==> config.mk <==
export PLATFORM = sky130hd
export DESIGN_NAME = shut_ctrl
export DESIGN_NICKNAME = d
export VERILOG_FILES = /design/src/rtl/shut_pkg.sv /design/src/rtl/shut_regs.sv /design/src/rtl/shut_train.sv /design/src/rtl/shut_expo.sv /design/src/rtl/shut_ctrl.sv
export SDC_FILE = /design/constraint.sdc
export NUM_CORES = 1
export LEC_CHECK = 0
export BUFFER_PORTS_ARGS = -buffer_cell sky130_fd_sc_hd__buf_2
export CAP_MARGIN = 20
export CORE_MARGIN = 2
export CORE_UTILIZATION = 62
export CTS_CLUSTER_SIZE = 8
export DETAILED_ROUTE_END_ITERATION = 10
export PLACE_DENSITY = 0.8
export REMOVE_ABC_BUFFERS = 1
export SLEW_MARGIN = 20
export SYNTH_ARGS = -nofsm -noshare
export SYNTH_HDL_FRONTEND = slang
export SYNTH_HIERARCHICAL = 1
export SYNTH_SLANG_ARGS = --single-unit
==> constraint.sdc <==
create_clock -name clk -period 2.3 [get_ports clk]
set_clock_uncertainty 0.05 [all_clocks]
set_input_delay 0.23 -clock clk [delete_from_list [all_inputs] [get_ports clk]]
set_output_delay 0.23 -clock clk [all_outputs]
set_load 0.03 [all_outputs]
==> src/rtl/shut_pkg.sv <==
// Shared register addresses for the shutter controller.
package shut_pkg;
    typedef enum logic [2:0] {
        A_POL  = 3'd0,
        A_T1A  = 3'd1,
        A_T1B  = 3'd2,
        A_CNT  = 3'd3,
        A_T2A  = 3'd4,
        A_T2B  = 3'd5,
        A_EXP  = 3'd6,
        A_SOFF = 3'd7
    } shut_addr_e;
endpackage

==> src/rtl/shut_regs.sv <==
// Register file: staging copies written by software, plus live copies.
// Line group (polarity, first window) goes live on ld_line.
// Field group (second window, sync-off) goes live on ld_field.
// Assumes ld_line and ld_field never both pulse in one cycle.
module shut_regs
    import shut_pkg::*;
#(
    parameter int PW = 12
) (
    input  logic          clk,
    input  logic          rst_n,
    input  logic          wr_en,
    input  logic [2:0]    wr_addr,
    input  logic [PW-1:0] wr_data,
    input  logic          ld_line,
    input  logic          ld_field,
    output logic          pol_a,
    output logic [PW-1:0] t1a_a,
    output logic [PW-1:0] t1b_a,
    output logic [PW-1:0] cnt_s,
    output logic [PW-1:0] t2a_a,
    output logic [PW-1:0] t2b_a,
    output logic [PW-1:0] exp_s,
    output logic          soff_a
);
    localparam logic [PW-1:0] ALL1 = {PW{1'b1}};

    logic          pol_s, soff_s;
    logic [PW-1:0] t1a_s, t1b_s, t2a_s, t2b_s;

    // Staging registers, written from the port.
    always_ff @(posedge clk) begin
        if (!rst_n) begin
            pol_s  <= 1'b0;
            t1a_s  <= '0;
            t1b_s  <= '0;
            cnt_s  <= '0;
            t2a_s  <= ALL1;
            t2b_s  <= ALL1;
            exp_s  <= '0;
            soff_s <= 1'b0;
        end else if (wr_en) begin
            case (shut_addr_e'(wr_addr))
                A_POL:  pol_s  <= wr_data[0];
                A_T1A:  t1a_s  <= wr_data;
                A_T1B:  t1b_s  <= wr_data;
                A_CNT:  cnt_s  <= wr_data;
                A_T2A:  t2a_s  <= wr_data;
                A_T2B:  t2b_s  <= wr_data;
                A_EXP:  exp_s  <= wr_data;
                A_SOFF: soff_s <= wr_data[0];
                default: ;
            endcase
        end
    end

    // Line group goes live when the gate line closes.
    always_ff @(posedge clk) begin
        if (!rst_n) begin
            pol_a <= 1'b0;
            t1a_a <= '0;
            t1b_a <= '0;
        end else if (ld_line) begin
            pol_a <= pol_s;
            t1a_a <= t1a_s;
            t1b_a <= t1b_s;
        end
    end

    // Field group goes live at the field strobe.
    always_ff @(posedge clk) begin
        if (!rst_n) begin
            t2a_a  <= ALL1;
            t2b_a  <= ALL1;
            soff_a <= 1'b0;
        end else if (ld_field) begin
            t2a_a  <= t2a_s;
            t2b_a  <= t2b_s;
            soff_a <= soff_s;
        end
    end
endmodule

==> src/rtl/shut_train.sv <==
// Per-line pulse train: counts the remaining pulse lines and forms the
// registered shutter output from the pixel windows.
// Assumes at most one line strobe per line and pix in range.
module shut_train #(
    parameter int PW = 12
) (
    input  logic          clk,
    input  logic          rst_n,
    input  logic [PW-1:0] pix,
    input  logic          line_stb,
    input  logic          field_stb,
    input  logic          ld_line,
    input  logic          susp,
    input  logic          pol,
    input  logic [PW-1:0] t1a,
    input  logic [PW-1:0] t1b,
    input  logic [PW-1:0] cnt_new,
    input  logic [PW-1:0] t2a,
    input  logic [PW-1:0] t2b,
    output logic [PW-1:0] remain,
    output logic          hp_en,
    output logic          sub_out
);
    localparam logic [PW-1:0] ONE = PW'(1);

    logic active, last, in_w1, in_w2, pulse;

    always_comb begin
        active = (remain != '0);
        last   = (remain == ONE);
        hp_en  = !((&t2a) && (&t2b));
        in_w1  = (pix >= t1a) && (pix < t1b);
        in_w2  = (pix >= t2a) && (pix < t2b);
        pulse  = active && !susp && (in_w1 || (last && hp_en && in_w2));
    end

    // Remaining-lines counter: a field strobe clears it, a gate line loads it.
    always_ff @(posedge clk) begin
        if (!rst_n)
            remain <= '0;
        else if (field_stb)
            remain <= '0;
        else if (ld_line)
            remain <= cnt_new;
        else if (line_stb && active)
            remain <= remain - ONE;
    end

    // Registered shutter output with polarity applied.
    always_ff @(posedge clk) begin
        if (!rst_n)
            sub_out <= 1'b0;
        else
            sub_out <= pol ^ pulse;
    end
endmodule

==> src/rtl/shut_expo.sv <==
// Long-exposure field counter: holds off shutter, gate and (optionally)
// sync while nonzero. Reloads from the exposure value when it is zero.
module shut_expo #(
    parameter int PW = 12
) (
    input  logic          clk,
    input  logic          rst_n,
    input  logic          field_stb,
    input  logic [PW-1:0] exp_val,
    input  logic          soff,
    output logic [PW-1:0] exp_cnt,
    output logic          susp,
    output logic          gate_en,
    output logic          sync_en
);
    // Field counter: reload at zero, else step down on each field strobe.
    always_ff @(posedge clk) begin
        if (!rst_n)
            exp_cnt <= '0;
        else if (field_stb) begin
            if (exp_cnt == '0)
                exp_cnt <= exp_val;
            else
                exp_cnt <= exp_cnt - PW'(1);
        end
    end

    // Suppression flags for the shutter, gate and sync outputs.
    always_comb begin
        susp    = (exp_cnt != '0);
        gate_en = !susp;
        sync_en = !(susp && soff);
    end
endmodule

==> src/rtl/shut_ctrl.sv <==
// Top: CCD electronic shutter pulse controller.
// Assumes the strobes are single-cycle pulses. field_stb normally
// coincides with the last line_stb of a field.
module shut_ctrl #(
    parameter int PW = 12
) (
    input  logic          clk,
    input  logic          rst_n,
    input  logic [PW-1:0] pix,
    input  logic          line_stb,
    input  logic          field_stb,
    input  logic          gate_line,
    input  logic          wr_en,
    input  logic [2:0]    wr_addr,
    input  logic [PW-1:0] wr_data,
    output logic          sub_out,
    output logic          gate_en,
    output logic          sync_en
);
    logic          ld_line;
    logic          pol_a, soff_a, susp, hp_en;
    logic [PW-1:0] t1a_a, t1b_a, cnt_s, t2a_a, t2b_a, exp_s, remain, exp_cnt;

    // Train load event: end of the gate line, unless a field strobe overrides it.
    assign ld_line = line_stb && gate_line && !field_stb;

    shut_regs #(.PW(PW)) u_regs (
        .clk(clk), .rst_n(rst_n), .wr_en(wr_en), .wr_addr(wr_addr),
        .wr_data(wr_data), .ld_line(ld_line), .ld_field(field_stb),
        .pol_a(pol_a), .t1a_a(t1a_a), .t1b_a(t1b_a), .cnt_s(cnt_s),
        .t2a_a(t2a_a), .t2b_a(t2b_a), .exp_s(exp_s), .soff_a(soff_a)
    );

    shut_train #(.PW(PW)) u_train (
        .clk(clk), .rst_n(rst_n), .pix(pix), .line_stb(line_stb),
        .field_stb(field_stb), .ld_line(ld_line), .susp(susp),
        .pol(pol_a), .t1a(t1a_a), .t1b(t1b_a), .cnt_new(cnt_s),
        .t2a(t2a_a), .t2b(t2b_a), .remain(remain), .hp_en(hp_en),
        .sub_out(sub_out)
    );

    shut_expo #(.PW(PW)) u_expo (
        .clk(clk), .rst_n(rst_n), .field_stb(field_stb), .exp_val(exp_s),
        .soff(soff_a), .exp_cnt(exp_cnt), .susp(susp), .gate_en(gate_en),
        .sync_en(sync_en)
    );
endmodule

==> results.sh <==
export IMPL_synth_common_cells="dfxtp_1 (149), mux2i_1 (138), nand2_1 (113)"
export IMPL_yosysWarnings=6
export IMPL_p_per_area_nw_per_um2=1010
export IMPL_fmax_ghz=0.433
export IMPL_whs_ns=0.0324
export IMPL_max_slew_margin_rel_pct=48.1
export IMPL_port_buffers=35
export IMPL_avgSynthCellArea_sq_um=9.44
export IMPL_arrival_ns=2.61
export IMPL_yosysTopAreaCellShare_pct=40.1
export IMPL_critical_path_class="reg2reg"
export IMPL_yosysSeqAreaShare_pct=40.1
export IMPL_antenna_found_initial=1
export IMPL_placedInstanceArea_sq_um=7740
export IMPL_async_flop_share_pct=0
export IMPL_rows=39
export IMPL_p_total_mw=8.56
export IMPL_dp_hpwl_um=12200
export IMPL_cts_sinks=149
export IMPL_fillers=832
export IMPL_start_util_pct=64.3
export IMPL_drive_gt1_share_pct=12.6
export IMPL_grt_pass1_wl_um=28400
export IMPL_cts_root_buf="clkbuf_16"
export IMPL_grt_max_degree=51
export IMPL_die_h_um=113
export IMPL_post_route_period_util_pct=100
export IMPL_synth_cell_type_count=59
export IMPL_clk_pin_slew_ns=0.06
export IMPL_viasPerCell=5.81
export IMPL_irDropWorstVdd_v=0.000750
export IMPL_drc=0
export IMPL_failed_checks="setup timing"
export IMPL_synth_area_leader_cell="dfxtp_1"
export IMPL_ant_nets=0
export IMPL_final_area_sq_um=8440
export IMPL_fin_nets=907
export IMPL_start_kind="flip-flop"
export IMPL_ctsHtreeMaxLevel=4
export IMPL_dr_pass1_iters=5
export IMPL_grt_pass1_vias=5866
export IMPL_hold_viol_final=0
export IMPL_cts_buffer_depth=2
export IMPL_die_area_sq_um=12900
export IMPL_track_usage_pct=28.0
export IMPL_num_vias=5690
export IMPL_fin_crit_ns=2.31
export IMPL_crit_required_ns=2.60
export IMPL_cap_violations=0
export IMPL_endpoint_kind="flip-flop"
export IMPL_gr_total_overflow=0
export IMPL_syn2layout_area_growth_pct=13.5
export IMPL_synth_area_sq_um=7430
export IMPL_wl_per_cell_um=18.0
export IMPL_finalWirelength_um=17600
export IMPL_die_w_um=113
export IMPL_outcome="complete, but fails checks"
export IMPL_antennaDiodeCount=0
export IMPL_insertion_delay_ns=0.42
export IMPL_yosysMostFrequentCell="dfxtp_1"
export IMPL_gp_congestion=0.868
export IMPL_synth_area_leaders="dfxtp_1 (40%), mux2i_1 (19%), ha_1 (8.4%)"
export IMPL_drtIter0Drc=366
export IMPL_synthFlopType="dfxtp_1"
export IMPL_hold_buffers=0
export IMPL_final_core_util_pct=73.0
export IMPL_power_leakage_nw=3.81
export IMPL_hold_path_class="in2reg"
export IMPL_synth_edf_count=0
export IMPL_multiInputGateArea_sq_um=4100
export IMPL_core_sq_um=11600
export IMPL_seq_area_sq_um=2980
export IMPL_tritoncts="built"
export IMPL_tightest_slew_ns=0.771
export IMPL_rsz0062_at_grt="no"
export IMPL_synth_seq_cells=149
export IMPL_cts_made_buffers=17
export IMPL_path_max_fanout=2
export IMPL_worst_slack_ns=-0.00910
export IMPL_synthCells=787
export IMPL_finalSetupViolations=1
export IMPL_ios=36
export IMPL_maxSlewViolCount=0
## placed cells by master, fill, tap and decap left out, drive strengths merged, types with 5 or more instances in the layout
cell	instances
dfxtp	149
xnor2	9
nand4b	5
a21o	6
clkbuf	23
inv	54
a31oi	5
nand2b	5
nand2	113
ha	50
nor2b	64
nor3	7
buf	54
mux2i	138
a21oi	20
nand3	11
nand4	17
nor4	7
a2111oi	6
o21ai	16
nor2	28
## where the power goes
group	leakage, nW	switching [mW]	internal [mW]
logic	2.29	1.43	1.13
clock network	0.309	1.06	1.92
registers	1.21	0.251	2.77
## metrics by stage
step                      setup slack [ns]  TNS [ns]  cells
after floorplan                      0.158         0    751
after global placement              0.0950         0    947
after detailed placement           -0.0722   -0.0722    947
after CTS                           0.0445         0    979
after global routing                0.0136         0    979
final                             -0.00910  -0.00910    979
## routing by layer
layer	up-vias	routed length (um)	GRT usage, %
met5	-	19	0
met4	2	539	11.3
met3	50	636	6.38
met2	134	8630	48.5
met1	2713	7770	33.8
li1	2791	-	-
## final timing paths
| path | from | end | slack [ns] | cells after the start |
|---|---|---|---|---|
| setup reg to reg | u_regs/t1a_a[0] | u_train/sub_out | -0.009 | 8 |
| setup / recovery | u_regs/t1a_a[0] | u_train/sub_out | -0.009 | 8 |
| hold / removal | wr_data[3] | u_regs/t2b_s[3] | 0.03 | 3 |
| hold reg to reg | u_regs/soff_s | u_regs/soff_s | 0.41 | 2 |
## final cells by class
type                       instances  area share [%]
sequential                       149            35.4
multi-input combinational        548            48.6
clock inverter                     8            1.74
timing repair buffer              54            3.94
inverter                          54            2.43
tap                              143            2.12
clock buffer                      23            5.78
## critical path: stages (launching register included)
cell	delay, ns
dfxtp_1	0.32
ha_1	0.28
nand2b_4	0.15
a2111oi_2	0.44
a2111oi_1	0.12
a2111oi_0	0.44
or3_1	0.21
a21oi_2	0.07
mux2i_1	0.18
## kinds of logic after synthesis
family	share of synthesized area (%)
AO/OA/AOI/OAI	6.03
XOR/XNOR	1.30
flip-flops	40.1
buffers and inverters	5.42
adder cells (fa/ha/maj)	8.42
multiplexers	18.6
AND/OR/NAND/NOR	20.1
## registers in the layout, summed over array words and instances (netlist names)
| signal | count |
|---|---|
| u_regs/t2a_a | 12 |
| u_regs/t1a_s | 12 |
| u_regs/t2b_s | 12 |
| u_regs/t1b_s | 12 |
| u_regs/t2b_a | 12 |
| u_regs/t1a_a | 12 |
| u_regs/exp_s | 12 |
| u_train/remain | 12 |
| u_regs/t1b_a | 12 |
| u_regs/t2a_s | 12 |
| u_regs/pol_a | 1 |
| u_regs/cnt_s | 12 |
| u_expo/exp_cnt | 12 |
| u_regs/pol_s | 1 |
| u_train/sub_out | 1 |
| u_regs/soff_a | 1 |
| u_regs/soff_s | 1 |
## repair_timing
| action | in CTS | in global routing |
|---|---|---|
| setup buffers | 1 | 0 |
| setup endpoints to repair | 3 | 2 |
| pin swaps | 2 | 4 |
| resized for setup | 2 | 10 |
No activity file was read; power rests on OpenSTA's default activity.
